==> src/rtl/udma_pkg.sv <==
package udma_pkg;

    typedef enum logic [1:0] {
        ST_IDLE = 2'd0,
        ST_REQ  = 2'd1,
        ST_XFER = 2'd2,
        ST_HOLD = 2'd3
    } udma_st_e;

endpackage

==> src/rtl/udma_sync.sv <==
module udma_sync #(
    parameter int              W      = 1,
    parameter int              STAGES = 2,
    parameter logic [W-1:0]    RST    = '0
) (
    input  logic         clk,
    input  logic         rst_n,
    input  logic [W-1:0] d,
    output logic [W-1:0] q
);
    logic [W-1:0] st_q [STAGES];

    for (genvar i = 0; i < STAGES; i++) begin : g_stage
        if (i == 0) begin : g_first
            always_ff @(posedge clk or negedge rst_n) begin
                if (!rst_n) st_q[i] <= RST;
                else        st_q[i] <= d;
            end
        end else begin : g_next
            always_ff @(posedge clk or negedge rst_n) begin
                if (!rst_n) st_q[i] <= RST;
                else        st_q[i] <= st_q[i-1];
            end
        end
    end

    assign q = st_q[STAGES-1];
endmodule

==> src/rtl/udma_edge_sync.sv <==
module udma_edge_sync #(
    parameter int DW     = 16,
    parameter int STAGES = 2
) (
    input  logic          clk,
    input  logic          rst_n,
    input  logic          stb_in,
    input  logic [DW-1:0] data_in,
    output logic          edge_o,
    output logic [DW-1:0] data_o
);
    logic [DW:0] bundle_s;
    logic        stb_last_q;

    // strobe and data share one chain so they stay aligned
    udma_sync #(.W(DW+1), .STAGES(STAGES), .RST('0)) u_sync (
        .clk   (clk),
        .rst_n (rst_n),
        .d     ({stb_in, data_in}),
        .q     (bundle_s)
    );

    always_ff @(posedge clk or negedge rst_n) begin
        if (!rst_n) stb_last_q <= 1'b0;
        else        stb_last_q <= bundle_s[DW];
    end

    assign edge_o = bundle_s[DW] ^ stb_last_q;
    assign data_o = bundle_s[DW-1:0];
endmodule

==> src/rtl/udma_sum.sv <==
module udma_sum #(
    parameter int DW = 16
) (
    input  logic          clk,
    input  logic          rst_n,
    input  logic          clr,
    input  logic          en,
    input  logic [DW-1:0] val,
    output logic [DW-1:0] sum_o
);
    logic [DW-1:0] sum_q;

    always_ff @(posedge clk or negedge rst_n) begin
        if (!rst_n)  sum_q <= '0;
        else if (clr) sum_q <= '0;
        else if (en)  sum_q <= sum_q + val;
    end

    assign sum_o = sum_q;
endmodule

==> src/rtl/udma_burst_engine.sv <==
module udma_burst_engine #(
    parameter int DW      = 16,
    parameter int CW      = 16,
    parameter int SYNC    = 2,
    parameter int STB_GAP = 2
) (
    input  logic          clk,
    input  logic          rst_n,
    input  logic          start,
    input  logic          dir_in,
    input  logic [CW-1:0] word_cnt,
    output logic          dmarq,
    input  logic          dmack_n,
    input  logic          stop,
    input  logic          hstrobe,
    input  logic          hrdy_n,
    input  logic [DW-1:0] dd_in,
    output logic          ddmardy_n,
    output logic          dstrobe,
    output logic [DW-1:0] dd_out,
    output logic          dd_oe,
    output logic          push_en,
    output logic [DW-1:0] push_data,
    input  logic          fifo_full,
    output logic          pop_en,
    input  logic [DW-1:0] pop_data,
    input  logic          fifo_empty,
    output logic          busy,
    output logic          done,
    output logic [DW-1:0] sum_o
);
    import udma_pkg::*;

    localparam int GW = $clog2(STB_GAP + 1);
    localparam logic [GW-1:0] GAP_LD = GW'(STB_GAP);
    localparam logic [CW-1:0] LAST   = CW'(1);

    typedef struct packed {
        udma_st_e      st;
        logic          dir;
        logic [CW-1:0] cnt;
        logic [DW-1:0] dout;
        logic          dstb;
        logic          pend;
        logic [GW-1:0] gap;
        logic          rdy_n;
        logic          done;
    } eng_t;

    localparam eng_t ENG_RST = '{st: ST_IDLE, dir: 1'b0, cnt: '0, dout: '0,
                                 dstb: 1'b1, pend: 1'b0, gap: '0,
                                 rdy_n: 1'b1, done: 1'b0};

    eng_t          eng_d, eng_q;
    logic          rx_edge;
    logic [DW-1:0] rx_word;
    logic          hrdy_s;
    logic          sum_clr, sum_en;
    logic [DW-1:0] sum_val;

    udma_edge_sync #(.DW(DW), .STAGES(SYNC)) u_rx (
        .clk     (clk),
        .rst_n   (rst_n),
        .stb_in  (hstrobe),
        .data_in (dd_in),
        .edge_o  (rx_edge),
        .data_o  (rx_word)
    );

    udma_sync #(.W(1), .STAGES(SYNC), .RST(1'b1)) u_hrdy (
        .clk   (clk),
        .rst_n (rst_n),
        .d     (hrdy_n),
        .q     (hrdy_s)
    );

    udma_sum #(.DW(DW)) u_sum (
        .clk   (clk),
        .rst_n (rst_n),
        .clr   (sum_clr),
        .en    (sum_en),
        .val   (sum_val),
        .sum_o (sum_o)
    );

    always_comb begin
        eng_d     = eng_q;
        eng_d.done = 1'b0;
        push_en   = 1'b0;
        pop_en    = 1'b0;
        sum_clr   = 1'b0;
        sum_en    = 1'b0;
        sum_val   = rx_word;

        if (eng_q.gap != '0) eng_d.gap = eng_q.gap - 1'b1;

        // a word placed on the bus last cycle gets its strobe edge now
        if (eng_q.pend) begin
            eng_d.dstb = ~eng_q.dstb;
            eng_d.pend = 1'b0;
            eng_d.gap  = GAP_LD;
        end

        case (eng_q.st)
            ST_IDLE: begin
                if (start && word_cnt != '0) begin
                    eng_d.st  = ST_REQ;
                    eng_d.dir = dir_in;
                    eng_d.cnt = word_cnt;
                    sum_clr   = 1'b1;
                end
            end
            ST_REQ: begin
                if (!dmack_n) eng_d.st = ST_XFER;
            end
            ST_XFER: begin
                if (stop && !eng_q.pend) begin
                    eng_d.st   = ST_IDLE;
                    eng_d.done = 1'b1;
                end else if (!eng_q.dir) begin
                    if (fifo_full) begin
                        eng_d.st = ST_HOLD;
                    end else if (rx_edge) begin
                        push_en   = 1'b1;
                        sum_en    = 1'b1;
                        eng_d.cnt = eng_q.cnt - 1'b1;
                        if (eng_q.cnt == LAST) eng_d.st = ST_HOLD;
                    end
                end else if (!eng_q.pend && eng_q.gap == '0 && !hrdy_s) begin
                    if (fifo_empty) begin
                        eng_d.st = ST_HOLD;
                    end else begin
                        pop_en     = 1'b1;
                        sum_en     = 1'b1;
                        sum_val    = pop_data;
                        eng_d.dout = pop_data;
                        eng_d.pend = 1'b1;
                        eng_d.cnt  = eng_q.cnt - 1'b1;
                        if (eng_q.cnt == LAST) eng_d.st = ST_HOLD;
                    end
                end
            end
            default: begin
                if (stop && !eng_q.pend) begin
                    eng_d.st   = ST_IDLE;
                    eng_d.done = 1'b1;
                end
            end
        endcase

        eng_d.rdy_n = !(eng_d.st == ST_XFER && !eng_d.dir && !fifo_full);
    end

    always_ff @(posedge clk or negedge rst_n) begin
        if (!rst_n) eng_q <= ENG_RST;
        else        eng_q <= eng_d;
    end

    assign dmarq     = (eng_q.st == ST_REQ) || (eng_q.st == ST_XFER);
    assign busy      = (eng_q.st != ST_IDLE);
    assign dd_oe     = eng_q.dir && (eng_q.st == ST_XFER || eng_q.st == ST_HOLD);
    assign ddmardy_n = eng_q.rdy_n;
    assign dstrobe   = eng_q.dstb;
    assign dd_out    = eng_q.dout;
    assign done      = eng_q.done;
    assign push_data = rx_word;
endmodule

==> config.mk <==
export PLATFORM = sky130hd
export DESIGN_NAME = udma_burst_engine
export DESIGN_NICKNAME = d
export VERILOG_FILES = /design/src/rtl/udma_pkg.sv /design/src/rtl/udma_sync.sv /design/src/rtl/udma_edge_sync.sv /design/src/rtl/udma_sum.sv /design/src/rtl/udma_burst_engine.sv
export SDC_FILE = /design/constraint.sdc
export NUM_CORES = 1
export LEC_CHECK = 0
export BUFFER_PORTS_ARGS = -buffer_cell sky130_fd_sc_hd__buf_2
export CAP_MARGIN = 20
export CORE_MARGIN = 2
export CORE_UTILIZATION = 40
export DETAILED_ROUTE_END_ITERATION = 8
export GPL_ROUTABILITY_DRIVEN = 0
export PLACE_DENSITY = 0.71
export SYNTH_ARGS = -nofsm -noshare
export SYNTH_HDL_FRONTEND = slang
export SYNTH_SLANG_ARGS = --single-unit
export TNS_END_PERCENT = 50
==> constraint.sdc <==
create_clock -name clk -period 3.8 [get_ports clk]
set_clock_uncertainty 0.1 [all_clocks]
set_input_delay 1.14 -clock clk [delete_from_list [all_inputs] [get_ports clk]]
set_output_delay 1.14 -clock clk [all_outputs]
set_load 0.1 [all_outputs]
==> results_dict.tcl <==
set metrics [dict create \
    ys_seq_area_share_pct 47.8 \
    avgSynthCellArea_sq_um 9.48 \
    wl_mm 12.1 \
    grt_pass1_vias 3993 \
    rows 40 \
    period_share_pct 95.1 \
    start_util_pct 41.0 \
    cts_buffers 9 \
    end_kind "flip-flop" \
    cp_max_fo 8 \
    worstSetupEndpoint "u_sum.sum_o[8]" \
    arrival_ps 3750 \
    drtPass1Iterations 7 \
    slew_violations 0 \
    htreeDepth 3 \
    stdcell_count 782 \
    wl_per_cell_um 15.5 \
    startpoint_type "input port" \
    syn-num-nets 605 \
    tightest_slew_ps 1040 \
    place_hpwl_mm 9.06 \
    area_growth_syn_to_layout_pct 21.0 \
    drt-initial-drc-count 282 \
    via_count 4129 \
    setup-violations-final 0 \
    ir_worst_vdd_mv 0.387 \
    synth-seq-cells 94 \
    dp.cells 765 \
    max_freq_ghz 0.277 \
    async_flop_share_pct 100 \
    slew_headroom_pct 30.2 \
    grt.overflow.total 0 \
    antenna_cells 0 \
    multiInputGateArea_sq_mm 0.00221 \
    clock-sinks 94 \
    utilization_pct 49.6 \
    r2r_cells 16 \
    die_w_um 115 \
    antenna_found_initial 0 \
    core_sq_mm 0.0120 \
    port-buffer-count 113 \
    synth.cell_area_sq_mm 0.00493 \
    die-area_sq_mm 0.0132 \
    drv_cap 0 \
    viasPerCell 5.28 \
    status "completed" \
    holdWs_ps 242 \
    cts_tree "built" \
    ys.flop_type "dfrtp_1" \
    drive_gt1_share_pct 28.8 \
    nets 715 \
    r2r-end "u_sum.sum_o[8]" \
    design_power_total_uw 3800 \
    synth_edf_count 0 \
    fillers 1110 \
    crit_start "fifo_empty" \
    synth.distinct_cells 62 \
    power_leakage_uw 0.00303 \
    synthCells 520 \
    io_pins 114 \
    grt_max_degree 55 \
    insertion_delay_ps 350 \
    required_ps 3940 \
    clk_pin_slew_ps 70 \
    power_density_mw_per_mm2 638 \
    r2r-start "eng_q[2]" \
    grt_pass1_wl_mm 19.6 \
    hold_path.class "reg -> reg" \
    ff2ff_setup_slack_ps 420 \
    yosys_warnings 0 \
    clock_path_buffers 2 \
    postRouteAntennaNets 0 \
    min_period_ps 3610 \
    die_height_um 115 \
    ff_latch_area_sq_mm 0.00236 \
    track_usage_pct 19.0 \
    cts-root-buf "clkbuf_16" \
    drc 0 \
    worstSetupPathType "in -> reg" \
    finalHoldViolations 0 \
]
worst max-delay path, stage by stage:
cell     delay (ps)
buf_2           130
nor4b_4         330
nand3_4         140
inv_4           140
nand2_1          80
nand2_1          60
ha_1            160
inv_1            50
fa_1            390
o21ai_1         260
nand3_1         100
and2_1          180
o21ai_0         270
xor2_1          110
a22o_1          190
metal layers:
layer,global-route usage [%],vias to the layer above,routed length (um)
li1,-,1995,-
met1,24.5,1974,5260
met2,30.8,136,5890
met3,4.59,24,688
met4,7.63,0,274
met5,0,-,0
flip-flops by register name, indices dropped and copies added (netlist names):
| register | count |
|---|---|
| u_rx.u_sync.st_q | 17 |
| u_hrdy.q | 1 |
| u_sum.sum_o | 16 |
| u_hrdy.st_q | 1 |
| done | 1 |
| dstrobe | 1 |
| eng_q | 22 |
| dd_out | 16 |
| u_rx.u_sync.q | 17 |
| ddmardy_n | 1 |
| u_rx.stb_last_q | 1 |
cell type report:
| class | instances | share of cell area (%) |
|---|---|---|
| clock buffers | 10 | 4.01 |
| clock inverters | 6 | 0.860 |
| multi-input cells | 363 | 37.1 |
| well taps | 147 | 3.08 |
| inverters | 17 | 1.11 |
| repair buffers | 145 | 14.3 |
| flip-flops and latches | 94 | 39.5 |
cells in the final DEF (no fill, tap or decap), types with 9 or more instances in the layout:
master,n
nor2_1,29
ha_1,26
nor3_1,10
buf_4,31
a21oi_1,34
inv_1,16
dfrtp_1,90
nand2_1,110
buf_2,110
a22oi_1,12
clkbuf_16,9
o21ai_0,35
where the power goes:
| part | internal (uW) | switching (uW) | leakage (uW) |
|---|---|---|---|
| registers | 1160 | 148 | 0.00119 |
| logic | 419 | 1190 | 0.00170 |
| clock network | 475 | 408 | 0.000146 |
cell usage after synthesis (4+ instances only):
cell type	instances	area [sq um]
ha_1	26	325
a21o_1	4	30.0
inv_1	16	60.1
nor3_1	10	50.1
buf_4	33	248
a21oi_1	34	170
xor2_1	6	52.6
o21ai_0	36	180
clkbuf_1	9	33.8
a31oi_1	5	31.3
nand3_1	7	35.0
nand2b_1	4	25.0
nand2_1	110	413
nor4_1	7	43.8
xnor2_1	7	61.3
dfstp_2	4	105
o21ai_1	5	25.0
a22oi_1	12	90.1
dfrtp_1	90	2250
nor2_1	30	113
cell families after synthesis:
family,count (synthesis),share of synthesized area [%]
compound gates,123,15.5
xor+xnor,13,2.31
fa+ha+maj,27,7.01
buf+inv,63,7.39
mux,4,0.838
simple gates,196,19.1
flops,94,47.8
worst min path at each step:
stage                               from  cells past startpoint          endpoint
floorplan           u_rx.u_sync.st_q[17]                      0  u_rx.u_sync.q[0]
global placement    u_rx.u_sync.st_q[24]                      0  u_rx.u_sync.q[7]
detailed placement  u_rx.u_sync.st_q[24]                      0  u_rx.u_sync.q[7]
CTS                 u_rx.u_sync.st_q[23]                      0  u_rx.u_sync.q[6]
global route        u_rx.u_sync.st_q[21]                      0  u_rx.u_sync.q[4]
finish              u_rx.u_sync.st_q[21]                      0  u_rx.u_sync.q[4]
timing repair:
action                     4_1_cts  5_1_grt
setup endpoints to repair        0        2
hold buffers                     0        0
gates resized for setup          0        2
buffers inserted                 0        1
through the flow:
| step | TNS [ps] | cell area, sq um | setup WS [ps] |
|---|---|---|---|
| finish | 0 | 5960 | 186 |
| global route | -5.45 | 5960 | -2.74 |
| CTS | 0 | 5950 | 187 |
| detailed placement | -714 | 5660 | -193 |
| global placement | -19.2 | 5660 | -9.14 |
| floorplan | -22.4 | 4940 | -22.4 |
No activity file was read; power rests on OpenSTA's default activity.
